===== src/rtl/gpio_irq_pkg.sv =====
package gpio_irq_pkg;
  localparam int unsigned GPIO_W = 8;
  localparam int unsigned ADDR_W = 6;

  typedef enum logic [ADDR_W-1:0] {
    REG_KIND  = 6'h00,
    REG_POL   = 6'h04,
    REG_ACK   = 6'h08,
    REG_EN    = 6'h0C,
    REG_MSTAT = 6'h10,
    REG_RSTAT = 6'h14,
    REG_FILT  = 6'h18,
    REG_DATA  = 6'h20,
    REG_DIR   = 6'h24
  } reg_sel_e;

  // level match: input equals requested polarity
  function automatic logic [GPIO_W-1:0] level_hits(input logic [GPIO_W-1:0] q,
                                                   input logic [GPIO_W-1:0] pol);
    return ~(q ^ pol);
  endfunction

  // edge match in the direction the polarity asks for
  function automatic logic [GPIO_W-1:0] edge_hits(input logic [GPIO_W-1:0] q,
                                                  input logic [GPIO_W-1:0] q_d,
                                                  input logic [GPIO_W-1:0] pol);
    return (q & ~q_d & pol) | (~q & q_d & ~pol);
  endfunction

  // bits a write moves to a new value
  function automatic logic [GPIO_W-1:0] changed_bits(input logic [GPIO_W-1:0] old_v,
                                                     input logic [GPIO_W-1:0] new_v);
    return old_v ^ new_v;
  endfunction
endpackage


===== src/rtl/gpio_input_cond.sv =====
module gpio_input_cond #(
  parameter int unsigned N        = 8,
  parameter int unsigned TICK_DIV = 4,
  parameter int unsigned DB_TICKS = 4
) (
  input  logic         clk,
  input  logic         rst_n,
  input  logic [N-1:0] pin_in,
  input  logic [N-1:0] filt_sel,
  output logic [N-1:0] sync_o,
  output logic [N-1:0] qual_o
);
  localparam int unsigned DW = (TICK_DIV > 1) ? $clog2(TICK_DIV) : 1;
  localparam int unsigned CW = (DB_TICKS > 1) ? $clog2(DB_TICKS) : 1;

  logic [N-1:0]  s1, s2;
  logic [DW-1:0] div_q;
  logic          tick;
  logic [N-1:0]  filt_v;

  always_ff @(posedge clk or negedge rst_n) begin
    if (!rst_n) begin
      s1 <= '0;
      s2 <= '0;
    end else begin
      s1 <= pin_in;
      s2 <= s1;
    end
  end

  always_ff @(posedge clk or negedge rst_n) begin
    if (!rst_n)    div_q <= '0;
    else if (tick) div_q <= '0;
    else           div_q <= div_q + 1'b1;
  end
  assign tick = (div_q == DW'(TICK_DIV - 1));

  for (genvar g = 0; g < N; g++) begin : g_line
    logic [CW-1:0] run_q;
    logic          val_q;
    always_ff @(posedge clk or negedge rst_n) begin
      if (!rst_n) begin
        run_q <= '0;
        val_q <= 1'b0;
      end else if (tick) begin
        if (s2[g] == val_q) begin
          run_q <= '0;
        end else if (run_q == CW'(DB_TICKS - 1)) begin
          val_q <= s2[g];
          run_q <= '0;
        end else begin
          run_q <= run_q + 1'b1;
        end
      end
    end
    assign filt_v[g] = val_q;
  end

  assign sync_o = s2;
  assign qual_o = (filt_sel & filt_v) | (~filt_sel & s2);
endmodule


===== src/rtl/gpio_irq_detect.sv =====
module gpio_irq_detect
  import gpio_irq_pkg::*;
#(
  parameter int unsigned N = GPIO_W
) (
  input  logic         clk,
  input  logic         rst_n,
  input  logic [N-1:0] qual,
  input  logic [N-1:0] kind,
  input  logic [N-1:0] pol,
  input  logic [N-1:0] en_gate,
  input  logic [N-1:0] drop,
  output logic [N-1:0] evt,
  output logic [N-1:0] latch,
  output logic [N-1:0] raw
);
  logic [N-1:0] q_d;

  assign evt = edge_hits(qual, q_d, pol) & kind;

  always_ff @(posedge clk or negedge rst_n) begin
    if (!rst_n) begin
      q_d   <= '0;
      latch <= '0;
    end else begin
      q_d   <= qual;
      latch <= ((latch & ~drop) | evt) & en_gate;
    end
  end

  assign raw = (kind & latch) | (~kind & level_hits(qual, pol));
endmodule


===== src/rtl/gpio_irq_port.sv =====
module gpio_irq_port
  import gpio_irq_pkg::*;
#(
  parameter int unsigned N        = GPIO_W,
  parameter int unsigned TICK_DIV = 4,
  parameter int unsigned DB_TICKS = 4
) (
  input  logic              clk,
  input  logic              rst_n,
  input  logic [ADDR_W-1:0] bus_addr,
  input  logic              bus_wr,
  input  logic [N-1:0]      bus_wdata,
  output logic [N-1:0]      bus_rdata,
  input  logic [N-1:0]      pin_in,
  output logic [N-1:0]      pin_out,
  output logic [N-1:0]      pin_oe,
  output logic              irq_any,
  output logic [N-1:0]      irq_line
);
  logic [N-1:0] kind_q, pol_q, en_q, filt_q, dout_q, dir_q;
  logic [N-1:0] sync_v, qual_v;
  logic [N-1:0] evt, latch, raw, masked;
  logic [N-1:0] ack_bits, kind_chg, pol_chg, en_off, drop, en_gate;
  logic         wr_kind, wr_pol, wr_ack, wr_en, wr_filt, wr_data, wr_dir;

  assign wr_kind = bus_wr && (bus_addr == REG_KIND);
  assign wr_pol  = bus_wr && (bus_addr == REG_POL);
  assign wr_ack  = bus_wr && (bus_addr == REG_ACK);
  assign wr_en   = bus_wr && (bus_addr == REG_EN);
  assign wr_filt = bus_wr && (bus_addr == REG_FILT);
  assign wr_data = bus_wr && (bus_addr == REG_DATA);
  assign wr_dir  = bus_wr && (bus_addr == REG_DIR);

  always_ff @(posedge clk or negedge rst_n) begin
    if (!rst_n) begin
      kind_q <= '0;
      pol_q  <= '0;
      en_q   <= '0;
      filt_q <= '0;
      dout_q <= '0;
      dir_q  <= '0;
    end else begin
      if (wr_kind) kind_q <= bus_wdata;
      if (wr_pol)  pol_q  <= bus_wdata;
      if (wr_en)   en_q   <= bus_wdata;
      if (wr_filt) filt_q <= bus_wdata;
      if (wr_data) dout_q <= bus_wdata;
      if (wr_dir)  dir_q  <= bus_wdata;
    end
  end

  // per-line discard sources for a pending edge
  assign ack_bits = wr_ack  ? bus_wdata : '0;
  assign kind_chg = wr_kind ? changed_bits(kind_q, bus_wdata) : '0;
  assign pol_chg  = wr_pol  ? changed_bits(pol_q, bus_wdata) : '0;
  assign en_off   = wr_en   ? (en_q & ~bus_wdata) : '0;
  assign drop     = ack_bits | kind_chg | pol_chg;
  assign en_gate  = en_q & ~en_off;

  gpio_input_cond #(.N(N), .TICK_DIV(TICK_DIV), .DB_TICKS(DB_TICKS)) u_cond (
    .clk      (clk),
    .rst_n    (rst_n),
    .pin_in   (pin_in),
    .filt_sel (filt_q),
    .sync_o   (sync_v),
    .qual_o   (qual_v)
  );

  gpio_irq_detect #(.N(N)) u_det (
    .clk     (clk),
    .rst_n   (rst_n),
    .qual    (qual_v),
    .kind    (kind_q),
    .pol     (pol_q),
    .en_gate (en_gate),
    .drop    (drop),
    .evt     (evt),
    .latch   (latch),
    .raw     (raw)
  );

  assign masked   = raw & en_q;
  assign irq_line = masked;
  assign irq_any  = |masked;
  assign pin_out  = dout_q;
  assign pin_oe   = dir_q;

  always_comb begin
    unique case (bus_addr)
      REG_KIND:  bus_rdata = kind_q;
      REG_POL:   bus_rdata = pol_q;
      REG_EN:    bus_rdata = en_q;
      REG_MSTAT: bus_rdata = masked;
      REG_RSTAT: bus_rdata = raw;
      REG_FILT:  bus_rdata = filt_q;
      REG_DATA:  bus_rdata = (dout_q & dir_q) | (sync_v & ~dir_q);
      REG_DIR:   bus_rdata = dir_q;
      default:   bus_rdata = '0;
    endcase
  end
endmodule


===== config.mk =====
export PLATFORM = sky130hd
export DESIGN_NAME = gpio_irq_port
export DESIGN_NICKNAME = d
export VERILOG_FILES = /design/src/rtl/gpio_irq_pkg.sv /design/src/rtl/gpio_input_cond.sv /design/src/rtl/gpio_irq_detect.sv /design/src/rtl/gpio_irq_port.sv
export SDC_FILE = /design/constraint.sdc
export NUM_CORES = 1
export LEC_CHECK = 0
export ABC_CLOCK_PERIOD_IN_PS = 2000
export BUFFER_PORTS_ARGS = -buffer_cell sky130_fd_sc_hd__buf_2
export CORE_MARGIN = 8
export CORE_UTILIZATION = 37
export DETAILED_ROUTE_END_ITERATION = 10
export MAX_ROUTING_LAYER = met4
export SETUP_SLACK_MARGIN = 0.15
export SLEW_MARGIN = 15
export SYNTH_ARGS = -nofsm -noshare
export SYNTH_HDL_FRONTEND = slang
export SYNTH_SLANG_ARGS = --single-unit

===== constraint.sdc =====
create_clock -name clk -period 2 [get_ports clk]
set_clock_uncertainty 0.1 [all_clocks]
set_input_delay 0.2 -clock clk [delete_from_list [all_inputs] [get_ports clk]]
set_output_delay 0.2 -clock clk [all_outputs]
set_load 0.01 [all_outputs]

==> metrics.md <==
| Metric | Value |
|---|---|
| Outcome | finished, violations left |
| Violated checks | setup timing |
| Number of flops mapped to enable cells by yosys | 0 |
| Number of global-route vias before repair | 4396 |
| CP max stage delay | around 0.4 ns |
| Yosys reg bits | 106 |
| Post-Syn Area | roughly 5600 sq um |
| Clk root buf | clkbuf_16 |
| Drt first pass iters | 4 |
| Largest family of logic cells by synthesized area | simple AND/OR/NAND/NOR gates |
| Mux contribution to synthesized area | ~16% |
| Initial drt markers | 203 |
| Die H | roughly 140 um |
| Register clock-pin slew on the reported worst setup and hold paths | approximately 0.080 ns |
| Area of the die | approximately 19000 sq um |
| Setup Total Neg Slack | -0.835 ns |
| CP Data Required Time | around 1.7 ns |
| Core Rows | 45 |
| Sequential-to-total area share from yosys stat | between 40% and 50% |
| RSZ-0062 raised after global routing | true |
| Overall power | about 6.4 mW |
| Initial antenna violation count | 0 |
| H-tree levels | 3 |
| Post-synthesis compound-gate area fraction | ~10% |
| Filler instances | between 1000 and 1500 |
| Dpl hpwl | between 10000 and 15000 um |
| Via count | 4326 |
| CP Class | reg -> out |
| First-pass GRT wire length | about 23000 um |
| Buf+Inv Stages, Crit Path | 2 |
| Post-synth cell types | 48 |
| Async set-or-reset flop fraction in the synthesized netlist | between 90% and 100% |
| Syn Inst Count | 510 |
| Routability Congestion | 0.815 |
| Worst-skew pair later-pin latency | around 0.34 ns |
| Synth top cells by count | dfrtp_1 (106), mux2_2 (55), nand2_1 (27) |
| Static leakage | about 3.3 nW |
| Cell accounting for the most synthesized area | dfrtp_1 |
| DR WL/cell | 17.8 um |
| Final Hold Fails | 0 |
| Most frequent cell after synthesis | dfrtp_1 |
| Io pins | between 50 and 60 |
| Cts bufs inserted | 9 |
| Syn_area_per_cell | roughly 11 sq um |
| Simple-gate area share of the yosys netlist | between 10% and 20% |
| Max VDD drop | roughly 0.63 mV |
| Layout area overhead | 27.2% |
| Pin slew with the least headroom to its limit | 0.574 ns |
| F_max | between 0.4 and 0.5 GHz |
| Slew Limit Fails | 0 |
| CTS tree | done |
| Starting Density | around 37% |
| Max-cap violations | 0 |
| Clock sink count | about 110 |
| Gr ovfl total | 0 |
| Drc violations | 0 |
| Arrival @ worst endpoint | between 1.5 and 2 ns |
| Tot GR Track Use | about 15% |
| Post-layout instance count excluding filler cells | 812 |
| Cell Chain, Critical Path | mux2i_1, buf_4, mux2i_2, a32oi_1, nand4_1, buf_2 |
| Family with the most delay on the worst path | flip-flops |
| Antenna-violating nets left | 0 |
| Relative slew margins | around 60% |
| CP Capture Type | output pin |
| Worst Path Max Fanout | 2 |
| Final Setup Violations | 12 |
| Fin crit share | 107% |
| CP max stage cell | dfrtp_1 |
| Adder-cell share of the synthesized area | 2.00% |
| Core Area | ~15000 sq um |
| Layout net count | ~650 |
| Setup ws final | -0.147 ns |
| Post-synthesis xor/xnor area fraction | 2.34% |
| Post-Syn Nets | 544 |
| Via/cell ratio | roughly 5.3 |
| Drt total wl | around 14000 um |
| Synth area leaders | dfrtp_1 (47%), mux2_2 (11%), mux2i_1 (3.0%), nand4b_1 (2.2%), mux2_4 (2.1%) |
| Layout cells sized above 1 | between 30% and 40% |
| DP Cell Count | about 770 |
| PwrDens | between 800 and 900 nW/um^2 |
| Clock Path Buffers | 2 |
| Hold Crit Class | in -> reg |
| IO buf count | 57 |
| Yosys warning count | 0 |
| Largest net degree at the start of global routing | 40 |
| Synth top area share | between 40% and 50% |
| Die width | roughly 140 um |
| Antenna diode count | 0 |
| Main synth FF type | dfrtp_1 |
| Startpoint types | flip-flop |
| Period minus WS final | between 2 and 2.5 ns |
[placed cells by master (no fill, tap or decap), types with 14 or more instances in the layout]
master / count
dfrtp_1: 103
buf_4: 60
mux2_2: 55
buf_2: 48
nand2_1: 27
inv_1: 19
nand2b_1: 19
nor2_1: 18
nand4b_1: 14
nor2b_1: 14
[path summary, 6_finish.rpt]
path	start	to	slack, ns	cells after the start
setup / recovery	filt_q[3]	irq_any	-0.15	6
hold / removal	bus_wdata[1]	filt_q[1]	0.16	2
setup reg to reg	filt_q[7]	u_det.latch[7]	0.41	7
hold reg to reg	u_cond.s1[1]	u_cond.sync_o[1]	0.25	0
max in group asynchronous	rst_n	kind_q[6]	0.97	3
min in group asynchronous	rst_n	u_cond.s1[7]	0.24	2
[through the flow]
stage	util, %	worst slack, ns	hold WS, ns	area (sq um)
2_1_floorplan	-	0.293	-0.196	5620
3_3_place_gp	42.5	0.103	0.0696	6380
3_5_place_dp	42.5	0.0737	0.0749	6380
4_1_cts	46.7	-0.185	0.143	7030
5_1_grt	47.6	-0.253	0.165	7150
6_report	47.6	-0.147	0.158	7150
[layout make-up]
cell class	instances	area, sq um	area share, %
multi-input cells	354	2930	40.9
flip-flops and latches	106	2660	37.1
repair buffers	129	951	13.3
clock buffers	11	243	3.39
well taps	188	235	3.29
inverters	19	71.3	0.997
clock inverters	5	67.6	0.945
[registers in the layout, indices dropped and copies added (netlist names), 8 cells and up]
register / cells
u_det.latch: 8
pin_oe: 8
u_det.q_d: 8
kind_q: 8
u_cond.s1: 8
pin_out: 8
u_cond.g_line.run_q: 16
u_cond.sync_o: 8
en_q: 8
pol_q: 8
filt_q: 8
u_cond.g_line.val_q: 8
[cells by family (layout without fill, tap and decap cells)]
group                    count (synthesis)  in the layout
AO/OA/AOI/OAI                           77             77
XOR/XNOR                                15             15
adder cells (fa/ha/maj)                  9              9
buffers and inverters                   50            164
flip-flops                             106            106
multiplexers                            80             80
AND/OR/NAND/NOR                        173            173
[where the power goes]
group          internal [mW]  total (mW)  leakage (nW)  switching [mW]
Combinational          0.904        1.64          1.76           0.737
Clock                   1.03        1.84         0.153           0.813
Sequential              2.52        2.90          1.36           0.375
[layer usage]
metal  up-vias  track usage [%]  share of wire [%]
met5         -                -                  0
met4         0             3.81               0.99
met3        10             2.67                3.0
li1       2077                -                  -
met2        80             23.3                 47
met1      2159             20.4                 49
[timing repair]
action,in CTS,in global routing
endpoints found under the hold margin,37,0
endpoints found under the setup margin,17,17
gates resized for setup,26,17
hold buffers,9,0
pin swaps,12,5
setup buffers,17,4
Power figures use the tool's default switching activity.
